==> src/rtl/gpio_mask_port.sv <==
module gpio_mask_port #(
  parameter int PINS = 8,
  parameter int AW   = 12
) (
  input  logic            clk,
  input  logic            rst_n,
  input  logic [AW-1:0]   addr,
  input  logic            wr_en,
  input  logic [PINS-1:0] wdata,
  input  logic            rd_en,
  output logic [PINS-1:0] rdata,
  input  logic [PINS-1:0] pin_in,
  output logic [PINS-1:0] pin_out,
  output logic [PINS-1:0] pin_oe
);
  localparam int MLO = 2;
  localparam int MHI = PINS + 1;
  localparam logic [AW-1:0] DIR_OFS = AW'(1) << (PINS + 2);

  logic [PINS-1:0] out_q, dir_q, sync1, sync2;

  wire [PINS-1:0] mask     = addr[MHI:MLO];
  wire            data_sel = (addr[AW-1:PINS+2] == '0) && (addr[1:0] == 2'b00);
  wire            dir_sel  = (addr == DIR_OFS);
  wire [PINS-1:0] pin_val  = (dir_q & out_q) | (~dir_q & sync2);

  always_ff @(posedge clk or negedge rst_n) begin
    if (!rst_n) begin
      sync1 <= '0;
      sync2 <= '0;
    end else begin
      sync1 <= pin_in;
      sync2 <= sync1;
    end
  end

  always_ff @(posedge clk or negedge rst_n) begin
    if (!rst_n) begin
      out_q <= '0;
      dir_q <= '0;
    end else if (wr_en) begin
      if (data_sel) out_q <= (out_q & ~mask) | (wdata & mask);
      if (dir_sel)  dir_q <= wdata;
    end
  end

  always_ff @(posedge clk or negedge rst_n) begin
    if (!rst_n)               rdata <= '0;
    else if (rd_en && data_sel) rdata <= pin_val & mask;
    else if (rd_en && dir_sel)  rdata <= dir_q;
    else                        rdata <= '0;
  end

  assign pin_out = out_q;
  assign pin_oe  = dir_q;


  masked_write_chk: assert property (@(posedge clk) disable iff (!rst_n)
    (wr_en && data_sel) |=> (((pin_out ^ $past(pin_out)) & ~$past(mask)) == '0));


  masked_read_chk: assert property (@(posedge clk) disable iff (!rst_n)
    (rd_en && data_sel) |=> ((rdata & ~$past(mask)) == '0));


  idle_read_chk: assert property (@(posedge clk) disable iff (!rst_n)
    !rd_en |=> (rdata == '0));


  dir_write_chk: assert property (@(posedge clk) disable iff (!rst_n)
    (wr_en && dir_sel) |=> (pin_oe == $past(wdata)));


  undecoded_write_chk: assert property (@(posedge clk) disable iff (!rst_n)
    (wr_en && !data_sel && !dir_sel) |=> ($stable(pin_out) && $stable(pin_oe)));
endmodule

==> config.mk <==
export PLATFORM = sky130hd
export DESIGN_NAME = gpio_mask_port
export DESIGN_NICKNAME = d
export VERILOG_FILES = /design/src/rtl/gpio_mask_port.sv
export SDC_FILE = /design/constraint.sdc
export NUM_CORES = 1
export LEC_CHECK = 0
export BUFFER_PORTS_ARGS = -buffer_cell sky130_fd_sc_hd__buf_2
export CAP_MARGIN = 20
export CORE_ASPECT_RATIO = 0.6
export CORE_UTILIZATION = 35
export CTS_BUF_LIST = sky130_fd_sc_hd__clkbuf_2
export DETAILED_ROUTE_END_ITERATION = 6
export PLACE_DENSITY = 0.64
export SYNTH_ARGS = -nofsm -noshare
export SYNTH_HDL_FRONTEND = slang
export SYNTH_SLANG_ARGS = --single-unit
==> constraint.sdc <==
create_clock -name clk -period 1.7 [get_ports clk]
set_input_delay 0.17 -clock clk [delete_from_list [all_inputs] [get_ports clk]]
set_output_delay 0.17 -clock clk [all_outputs]
set_load 0.03 [all_outputs]
Word-level counts from Yosys, hierarchy flattened
Index checks and enable logic that the tools add are counted.

operators by class
  equal/unequal tests = 1
  muxes and demuxes = 2
  bitwise operators = 9
  reduce and logical (&&, ||, !) cells = 7

operator list
  kind                    number
  $and A8 B8 Y8           5
  $mux W8                 2
  $not A8 Y8              2
  $or A8 B8 Y8            2
  $eq A12 B11 Y1 const B  1
  $logic_not A2 Y1        2
  $reduce_and A2 Y1       2
  $logic_and A1 B1 Y1     3

storage, ports and cells
  output and inout bits = 24
  register bits after elaboration = 40
  input bits = 32
  word-level logic and storage cells = 24

Longest topological paths before layout
Gate-level depths: netlist of run 1.

  depth in word-level cells = 5
  mapped depth = 4
  mapped depth without buffers = 3

Least setup slack after synthesis of run 1
No wires, ideal clock.

  kind = input-to-reg
  from = input port addr[4]
  to = register dir_q[0], in the netlist pin_oe[0]
  data required time = 1,575 ps
  arrival = 1,610 ps
  path slack = -35 ps
  stages on the path = 3
  cell sequence = or4_1 > nor4b_4 > mux2_2

on the way
  longest elaborated chain between the ends = 2

RTL lines
  what                                RTL line  RTL
  start: declaration                  7         input logic [AW-1:0] addr,
  $eq A12 B11 Y1                      24        wire dir_sel = (addr == DIR_OFS);
  $reduce_and A2 Y1 (no source line)  n/a
  end signal: assignment              43        if (dir_sel) dir_q <= wdata;
  end: declaration                    20        logic [PINS-1:0] out_q, dir_q, sync1, sync2;

Every way passes these cells.
A chain may end at the register's enable or synchronous reset.

Final worst setup path of run 1
  from = input port addr[4]
  to = register dir_q[3], in the netlist pin_oe[3]

Same word-level chain as after synthesis.

==> results of run 1 <==
cells by family after synthesis:
family,count (synthesis)
AOI/OAI and AO/OA,8
muxes,24
DFF,40
and+or+nand+nor,24
buffers and inverters,3
final timing paths:
| kind | end | cells past startpoint |
|---|---|---|
| max | pin_oe[3] | 5 |
| min | rdata[4] | 3 |
| max reg2reg | rdata[4] | 3 |
| min reg2reg | sync2[4] | 0 |
| max in group asynchronous | sync2[3] | 3 |
| min in group asynchronous | rdata[1] | 2 |
layer usage:
layer	wire length (um)	global-route usage, %	up-vias
met1	1800	23.3	579
met5	0	0	-
li1	-	-	559
met4	19	4.03	0
met3	246	5.83	3
met2	1630	25.9	47
worst reg2reg max path, cell delays in order (launching register included):
cell	delay, ns
dfrtp_1	0.43
inv_1	0.05
or4_2	0.63
a21oi_1	0.19
power groups by stage:
stage          sequential [mW]  clock (mW)  combinational (mW)
2_1_floorplan             1.13           0              0.0617
3_3_place_gp              1.06           0               0.271
3_5_place_dp              1.06           0               0.276
4_1_cts                   1.04       0.403               0.292
5_1_grt                   1.05       0.462               0.326
6_report                  1.04       0.389               0.304
placed cells by master (no fill, tap or decap), drive strengths merged:
cell / n
a21oi: 1
a31o: 7
buf: 67
clkbuf: 6
clkinv: 1
dfrtp: 40
dlygate4sd3: 17
inv: 1
mux2: 17
mux2i: 7
nand3b: 9
nor3: 1
nor4b: 10
or4: 2
or4b: 2
layout make-up:
cell class | count | area, um2
multi-input cells | 56 | 558
fillers | 379 | 2000
repair buffers | 84 | 536
clock inverters | 1 | 5.00
inverters | 1 | 3.75
clock buffers | 6 | 30.0
flip-flops and latches | 40 | 1000
well taps | 60 | 75.1
==> metrics, run 1 <==
Seq/Total Area, Yosys 63.8%; setup_tns 0 ns; port buffer count 55; Final Max Slew Viols 0; slowest stage delay, CP 0.57 ns; Routability Congestion 0.777; Layout Cells excl Fill 248; register bit total from synthesis 40; Final Setup Violations 0; Ys Warns 0; HP Class primary input to flop; cell area after synthesis 1570 um2; R2R Path Start pin_oe[4]; Max-Cap Viols 0; Pint roughly 1.2 mW; post-cts resize count 0; Final nets 220; Hold Violations, Final 0; Worst Setup SP addr[4]; crit-path leading delay family simple AND/OR/NAND/NOR gates; crit path launch type primary input; # placed instances between 200 and 250; Data arrival, critical path about 1.7 ns; Static Leak 1.08 nW; relative slew slack a little under two thirds; Horiz. Die Dim 88.4 um; DRT Pass-1 Iters 6; number of I/O pins 56; status complete, no violations; via count 1188; Synth Area in XOR/XNOR 0%; dpl hpwl 2.72 mm; minimum clock period 1.44 ns; Post-synth ARST share 100%; synth top area cells dfrtp_1, mux2_2, mux2i_1; Area Overhead vs Synth 40.9%; CTS Hold Bufs 9; post-synthesis compound-gate area fraction 4.23%; Clk pwr share 22.4%; Least-Margin Pin Slew 0.550 ns; Post-Route WL 3.69 mm; cell area after layout 2210 um2; # DRC 0; Reg clk slew, reported paths 0.17 ns; area share of fa/ha/maj cells after synthesis 0%; die area 4760 um2; crit share post-route 84.6%; Total Power 1.74 mW; top_reg_cell synth dfrtp_1; syn_nets 131; hold_sp addr[6]; CP Cell Sequence buf_2 > or4_4 > nor4b_4 > buf_4 > mux2_2; Fmax between 600 and 700 MHz; top-count cell post-synth dfrtp_1; CP max FO 6; Avg Inst Size Synth 15.8 um2; crit path buf inv count 2; initial antenna violation count 0; share of cells above drive strength 1 54.8%; largest family of logic cells by synthesized area multiplexers; post-synth top area share 63.8%; EDFF count, synth 0; Max clock buf depth 2; Placed Area 2000 um2; Layout Skew 0.0124 ns; All-Layer GR Usage 16.9%; total gr overflow 0; Netlist cell types 16; clock buffers created by TritonCTS 5; vias in the first global route 1177; final core utilization around 52%; post-route ant nets 0; R2R setup slack between 0.3 and 0.4 ns; worst slack, placed -0.139 ns; clock latency on the worst-skew pair between 0.3 and 0.4 ns; sw power 0.495 mW; Synth top cells by count dfrtp_1, mux2_2, nand3b_1, nor4b_1; ANT cells 0; CORE AREA between 4000 and 5000 um2; H-tree depth 2; PD cells 786 nW/um2; largest net degree at the start of global routing 26; clk sink count 40; FP Rows 18; Synth Area in Simple Gates 14.4%; Initial Util a little under two fifths; post-synthesis mux area share 16.7%; vias per inst ~4.8; Comb power frac 17.5%; area leader, netlist dfrtp_1; Final WS setup ~0.26 ns; clock root buffer clkbuf_2; Crit. End Element flop; WL per Instance roughly 15 um; CTS tree yes; CP max-delay cell or4_4; sequential power share 60.1%; postcts setup bufs 0; first-pass GRT wire length 5.76 mm; synthesized instance count between 90 and 100; die height 53.8 um; CP required 1.98 ns; initial drt markers 53; critical path class primary input to flop; Switching Share 28.5%; maximum resistive drop on vdd 0.444 mV; hold slack 0.0774 ns; unrepaired setup endpoints after global routing no
Power figures use the tool's default switching activity.
==> run 2, diff against run 1 <==
--- a/config.mk
+++ b/config.mk
@@ -11,7 +11,7 @@
 export CORE_UTILIZATION = 35
 export CTS_BUF_LIST = sky130_fd_sc_hd__clkbuf_2
 export DETAILED_ROUTE_END_ITERATION = 6
-export PLACE_DENSITY = 0.64
+export PLACE_DENSITY = 0.66
 export SYNTH_ARGS = -nofsm -noshare
 export SYNTH_HDL_FRONTEND = slang
 export SYNTH_SLANG_ARGS = --single-unit
==> constraint.sdc (replaced) <==
create_clock -name clk -period 1.3 [get_ports clk]
set_input_delay 0.13 -clock clk [delete_from_list [all_inputs] [get_ports clk]]
set_output_delay 0.13 -clock clk [all_outputs]
set_load 0.03 [all_outputs]
==> run 2 against run 1 <==
  * The flow now finishes with violations (negative setup slack)
  * Clock-buffer cell count decreased by 1
  * Register-to-register slack got worse by 0.24 ns
  * Sequential cell count unchanged
  * Combinational power increased by 37%
  * Critical path depth unchanged
  * Sequential power increased by 31%
  * Routed wire length increased by 6.1%
  * Sequential share of layout area decreased by 2.2 points
  * Design area increased by 5.1%
  * Die area unchanged
  * Worst setup slack got worse by 0.29 ns
==> metrics, run 2 (synthesis gave the netlist of run 1 again) <==
first-pass GRT wire length 5.78 mm (+0.24%); Fmax 753 MHz; status finished with violations; CP required 1.58 ns (-0.40 ns); sequential power share 59.3% (-0.8 points); crit path launch type primary input; vias per inst 4.85 (+1.3%); Pint 1.63 mW (+31%); Least-Margin Pin Slew 0.288 ns (-0.262 ns); port buffer count 55 (unchanged); Hold Violations, Final 0 (unchanged); largest net degree at the start of global routing 41 (+58%); Initial Util 37.2% (unchanged); setup_tns -0.0918 ns (-0.0918 ns); post-route ant nets 0 (unchanged); R2R Path Start pin_oe[4]; Layout Cells excl Fill 254 (+2.4%); minimum clock period ~1.3 ns; die height 53.8 um (unchanged); dpl hpwl 2.71 mm (-0.51%); clock latency on the worst-skew pair 0.39 ns (about the same); crit share post-route 102%; Clk pwr share 22.6% (+0.2 points); multi-input logic area 601 um2 (+7.6%); Reg clk slew, reported paths 0.18 ns (about the same); Crit. End Element flop; maximum resistive drop on vdd 0.584 mV (+32%); number of I/O pins 56 (unchanged); Worst Setup SP addr[9]; worst slack, placed -0.464 ns (-0.324 ns); Static Leak 1.13 nW (+4.2%); Horiz. Die Dim 88.4 um (unchanged); Area Overhead vs Synth 48.0%; Layout Skew 0.0251 ns (+0.0127 ns); Placed Area 2040 um2 (+1.7%); Max clock buf depth 2 (unchanged); relative slew slack 80.5% (+17 points); # DRC 0 (unchanged); total gr overflow 0 (unchanged); HP Class primary input to flop; register area 1000 um2 (unchanged); Final Setup Violations 4 (+4); Routability Congestion 0.812 (+4.6%); clock buffers created by TritonCTS 5 (unchanged); Final Max Slew Viols 0 (unchanged); share of cells above drive strength 1 57.2% (+2.4 points); most common cell after layout, fill and taps aside buf_2; WL per Instance 15.4 um (+3.6%); R2R setup slack 0.10 ns (-0.24 ns); Total Power 2.30 mW (+32%); All-Layer GR Usage 17.3% (+0.38 points); initial antenna violation count 0 (unchanged); CP max FO 4 (-2); via count 1233 (+3.8%); H-tree depth 2 (unchanged); Final WS setup -0.0288 ns (-0.291 ns); critical path class primary input to flop; FP Rows 18 (unchanged); Post-Route WL 3.92 mm (+6.1%); fillers 387 (+2.1%); Switching Share 29.1% (+0.56 points); DRT Pass-1 Iters 4 (-2); Comb power frac 18.1% (+0.6 points); hold slack 0.118 ns (+0.0403 ns); clock root buffer clkbuf_2; vias in the first global route 1237 (+5.1%); PD cells 990 nW/um2 (+26%); most frequent cells in the layout buf_2, dfrtp_1, dlygate4sd3_1; Max-Cap Viols 0 (unchanged); unrepaired setup endpoints after global routing yes; initial drt markers 21 (-60%); ANT cells 0 (unchanged); CORE AREA 4210 um2 (unchanged); die area 4760 um2 (unchanged); sw power 0.667 mW (+35%); clk sink count 40 (unchanged); hold_sp addr[4]; cell area after layout 2320 um2 (+5.1%); Data arrival, critical path 1.61 ns (-0.11 ns); Final nets 225 (+2.3%); final core utilization 55.1% (+2.7 points); failing checks negative setup slack; # placed instances 227 (+1.3%); CTS tree yes
## run 2: cell count changes in the layout (fill, tap and decap cells not counted), moves of 2 or more
cell	before	now
mux2_2	17	10
buf_2	55	53
mux2_4	0	7
buf_4	12	15
buf_6	0	3
## run 2: power by group through the flow
stage | clock [mW] | sequential, mW | combinational [mW]
final | 0.519 | 1.36 | 0.416
after global routing | 0.602 | 1.37 | 0.446
after CTS | 0.548 | 1.36 | 0.411
after detailed placement | 0 | 1.39 | 0.371
after global placement | 0 | 1.38 | 0.363
after floorplan | 0 | 1.48 | 0.0807
## run 2: cell type report
cell class / count / area share [%]
flip-flops and latches: 40 / 43.1
clock buffers: 5 / 1.08
inverters: 1 / 0.162
multi-input cells: 56 / 25.9
repair buffers: 89 / 25.9
well taps: 60 / 3.23
clock inverters: 3 / 0.593
## run 2: metal layers
metal	global-route usage (%)	share of wire (%)
met1	22.4	47
met2	27.8	47
met3	5.06	5.8
met4	6.72	0.59
met5	0	0
## run 2: final timing paths
kind	to	depth (start not counted)
max in group asynchronous	sync2[3]	3
min	flop	3
max reg2reg	rdata[4]	3
min reg2reg	sync2[3]	0
min in group asynchronous	rdata[4]	3
max	pin_oe[5]	5
## run 2: critical path, stage by stage
cell	delay [ns]
buf_6	0.09
or4b_4	0.57
nor4b_4	0.31
buf_4	0.20
mux2_4	0.30
## run 2: what timing repair did
| item | CTS | global route |
|---|---|---|
| buffers inserted | 0 | 2 |
| pin swaps | 0 | 2 |
| resized for setup | 1 | 15 |
| setup endpoints to repair | 5 | 11 |
| hold endpoints to repair | 64 | 0 |
| hold buffers | 17 | 0 |
==> run 3, diff against run 2 <==
--- a/config.mk
+++ b/config.mk
@@ -6,7 +6,6 @@
 export NUM_CORES = 1
 export LEC_CHECK = 0
 export BUFFER_PORTS_ARGS = -buffer_cell sky130_fd_sc_hd__buf_2
-export CAP_MARGIN = 20
 export CORE_ASPECT_RATIO = 0.6
 export CORE_UTILIZATION = 35
 export CTS_BUF_LIST = sky130_fd_sc_hd__clkbuf_2
==> constraint.sdc (replaced) <==
create_clock -name clk -period 1.1 [get_ports clk]
set_input_delay 0.11 -clock clk [delete_from_list [all_inputs] [get_ports clk]]
set_output_delay 0.11 -clock clk [all_outputs]
set_load 0.03 [all_outputs]
==> run 3 against run 2 <==
  * The run still ends with negative setup slack left
  * Design area is 15% higher
  * Sequential share of layout area is 5.7 points lower
  * Clock power is 11% higher
  * Routed wire length is 12% higher
  * Worst hold slack worse by 0.045 ns
  * Non-clock buffer count is 18 higher
  * Utilization is 8.4 points higher
  * First-iteration DRC count is 19% higher
  * Via count is 5.7% higher
  * Power is 24% higher
  * Clock-buffer cell count stayed put
  * Global-route usage is 2.6 points higher
  * Largest power group unchanged
==> metrics, run 3 (synthesis gave the netlist of run 1 again) <==
number of I/O pins 56 (unchanged); CTS tree yes; largest net degree at the start of global routing 26 (-37%); register area 1000 um2 (+0.12%); Post-Route WL 4.39 mm (+12%); crit share post-route 119%; most frequent cells in the layout dfrtp_1, buf_6, buf_4; Static Leak 1.26 nW (+12%); relative slew slack 73.5% (-7.0 points); Initial Util 37.2% (unchanged); unrepaired setup endpoints after global routing yes; Clk pwr share 20.2% (-2.4 points); post-route ant nets 0 (unchanged); Area Overhead vs Synth 70.7%; Switching Share 28.4% (-0.70 points); multi-input logic area 648 um2 (+7.9%); Final nets 243 (+8.0%); CORE AREA 4210 um2 (unchanged); maximum resistive drop on vdd 0.576 mV (-1.3%); cell area after layout 2680 um2 (+15%); CP max FO 4 (unchanged); Routability Congestion 0.788 (-3.0%); total gr overflow 0 (unchanged); Final WS setup -0.205 ns (-0.176 ns); clock latency on the worst-skew pair 0.39 ns (about the same); Total Power 2.86 mW (+24%); share of cells above drive strength 1 63.5% (+6.3 points); PD cells 1070 nW/um2 (+7.9%); Metal-1 WL 1.83 mm (+0.33%); clock root buffer clkbuf_2; HP Class primary input to flop; # DRC 0 (unchanged); Reg clk slew, reported paths 0.18 ns (about the same); Fmax 766 MHz; Hold Violations, Final 0 (unchanged); CP required 1.39 ns (-0.19 ns); most common cell after layout, fill and taps aside dfrtp_1; R2R setup slack -0.07 ns (-0.17 ns); failing checks negative setup slack; initial drt markers 25 (+19%); initial antenna violation count 0 (unchanged); clock buffers created by TritonCTS 5 (unchanged); DRT Pass-1 Iters 4 (unchanged); FP Rows 18 (unchanged); Final Setup Violations 23 (+19); Layout Cells excl Fill 271 (+6.7%); fillers 339 (-12%); Max Used Layer met4; hold path depth 3 (unchanged); Worst R2R End rdata[4]; Layout Skew 0.00855 ns (-0.0166 ns); first-pass GRT wire length 6.60 mm (+14%); Data arrival, critical path 1.59 ns (-0.02 ns); Placed Area 2060 um2 (+1.1%); Final Max Slew Viols 0 (unchanged); worst reg2reg path depth 4 (+1); ANT cells 0 (unchanged); clk sink count 40 (unchanged); port buffer count 55 (unchanged); sw power 0.810 mW (+21%); Max-Cap Viols 0 (unchanged); Crit. End Element flop; R2R Path Start pin_oe[4]; Least-Margin Pin Slew 0.398 ns (+0.109 ns); # placed instances 230 (+1.3%); status finished with violations; vias per inst 4.81 (-0.95%); Horiz. Die Dim 88.4 um (unchanged); met3 wire len 258 um (+14%); crit path launch type primary input; final core utilization 63.5% (+8.4 points); via count 1303 (+5.7%); sequential power share 56.9% (-2.4 points); Comb power frac 22.9% (+4.8 points); Max clock buf depth 2 (unchanged); die height 53.8 um (unchanged); dpl hpwl 3.05 mm (+13%); hold_sp addr[2]; All-Layer GR Usage 19.9% (+2.6 points); vias in the first global route 1334 (+7.8%); H-tree depth 2 (unchanged); die area 4760 um2 (unchanged); WL per Instance 16.2 um (+5.0%); Pint 2.05 mW (+26%); minimum clock period 1.31 ns; worst slack, placed -0.681 ns (-0.218 ns); met2 wire len 2.26 mm (+23%); critical path class primary input to flop
-- run 3: cell types whose count changed in the layout (fill, tap and decap cells not counted), sizes merged --
cell	change
buf	+18
clkinv	-1
-- run 3: repair_timing --
action	4_1_cts	5_1_grt
endpoints found under the hold margin	64	0
resized for setup	44	46
endpoints found under the setup margin	32	40
buffers inserted	15	2
hold buffers	17	0
pin swaps	4	5
-- run 3: layer usage --
metal | vias to the layer above | global-route usage (%)
met5 | - | 0
met4 | 0 | 5.65
met3 | 7 | 5.67
met2 | 50 | 36.2
met1 | 646 | 23.5
li1 | 600 | -
-- run 3: worst max-delay path by stage --
stage	slack [ns]	startpoint	cells after the start	endpoint
global route	-0.22	addr[2]	5	pin_oe[5]
CTS	-0.21	addr[8]	5	pin_oe[0]
global placement	-0.61	addr[6]	5	pin_oe[5]
finish	-0.21	addr[2]	5	pin_oe[5]
floorplan	-0.54	addr[4]	3	pin_oe[0]
detailed placement	-0.68	addr[4]	5	pin_oe[6]
-- run 3: final cells by class --
| cell class | instances | share of cell area [%] |
|---|---|---|
| well taps | 60 | 2.81 |
| inverters | 1 | 0.140 |
| repair buffers | 107 | 34.2 |
| flip-flops and latches | 40 | 37.4 |
| clock inverters | 2 | 0.281 |
| clock buffers | 5 | 0.935 |
| multi-input cells | 56 | 24.2 |
-- run 3: power groups by stage --
stage               registers (mW)  logic (mW)  clock network, mW
finish                        1.63       0.654              0.577
CTS                           1.61       0.596              0.591
global placement              1.63       0.431                  0
global route                  1.64       0.697              0.667
detailed placement            1.64       0.443                  0
floorplan                     1.75      0.0954                  0
-- run 3: metrics by stage --
stage / TNS, ns / hold slack (ns)
detailed placement: -12.18 / 0.0524
CTS: -2.23 / 0.0674
global placement: -10.58 / 0.0411
global route: -3.56 / 0.0319
floorplan: -6.95 / -0.186
finish: -2.24 / 0.0727
-- run 3: worst max-delay path, cell delays in order --
cell and delay, ns:
buf_6 0.10, or4_4 0.56, nor4b_4 0.32, buf_4 0.20, mux2_4 0.30
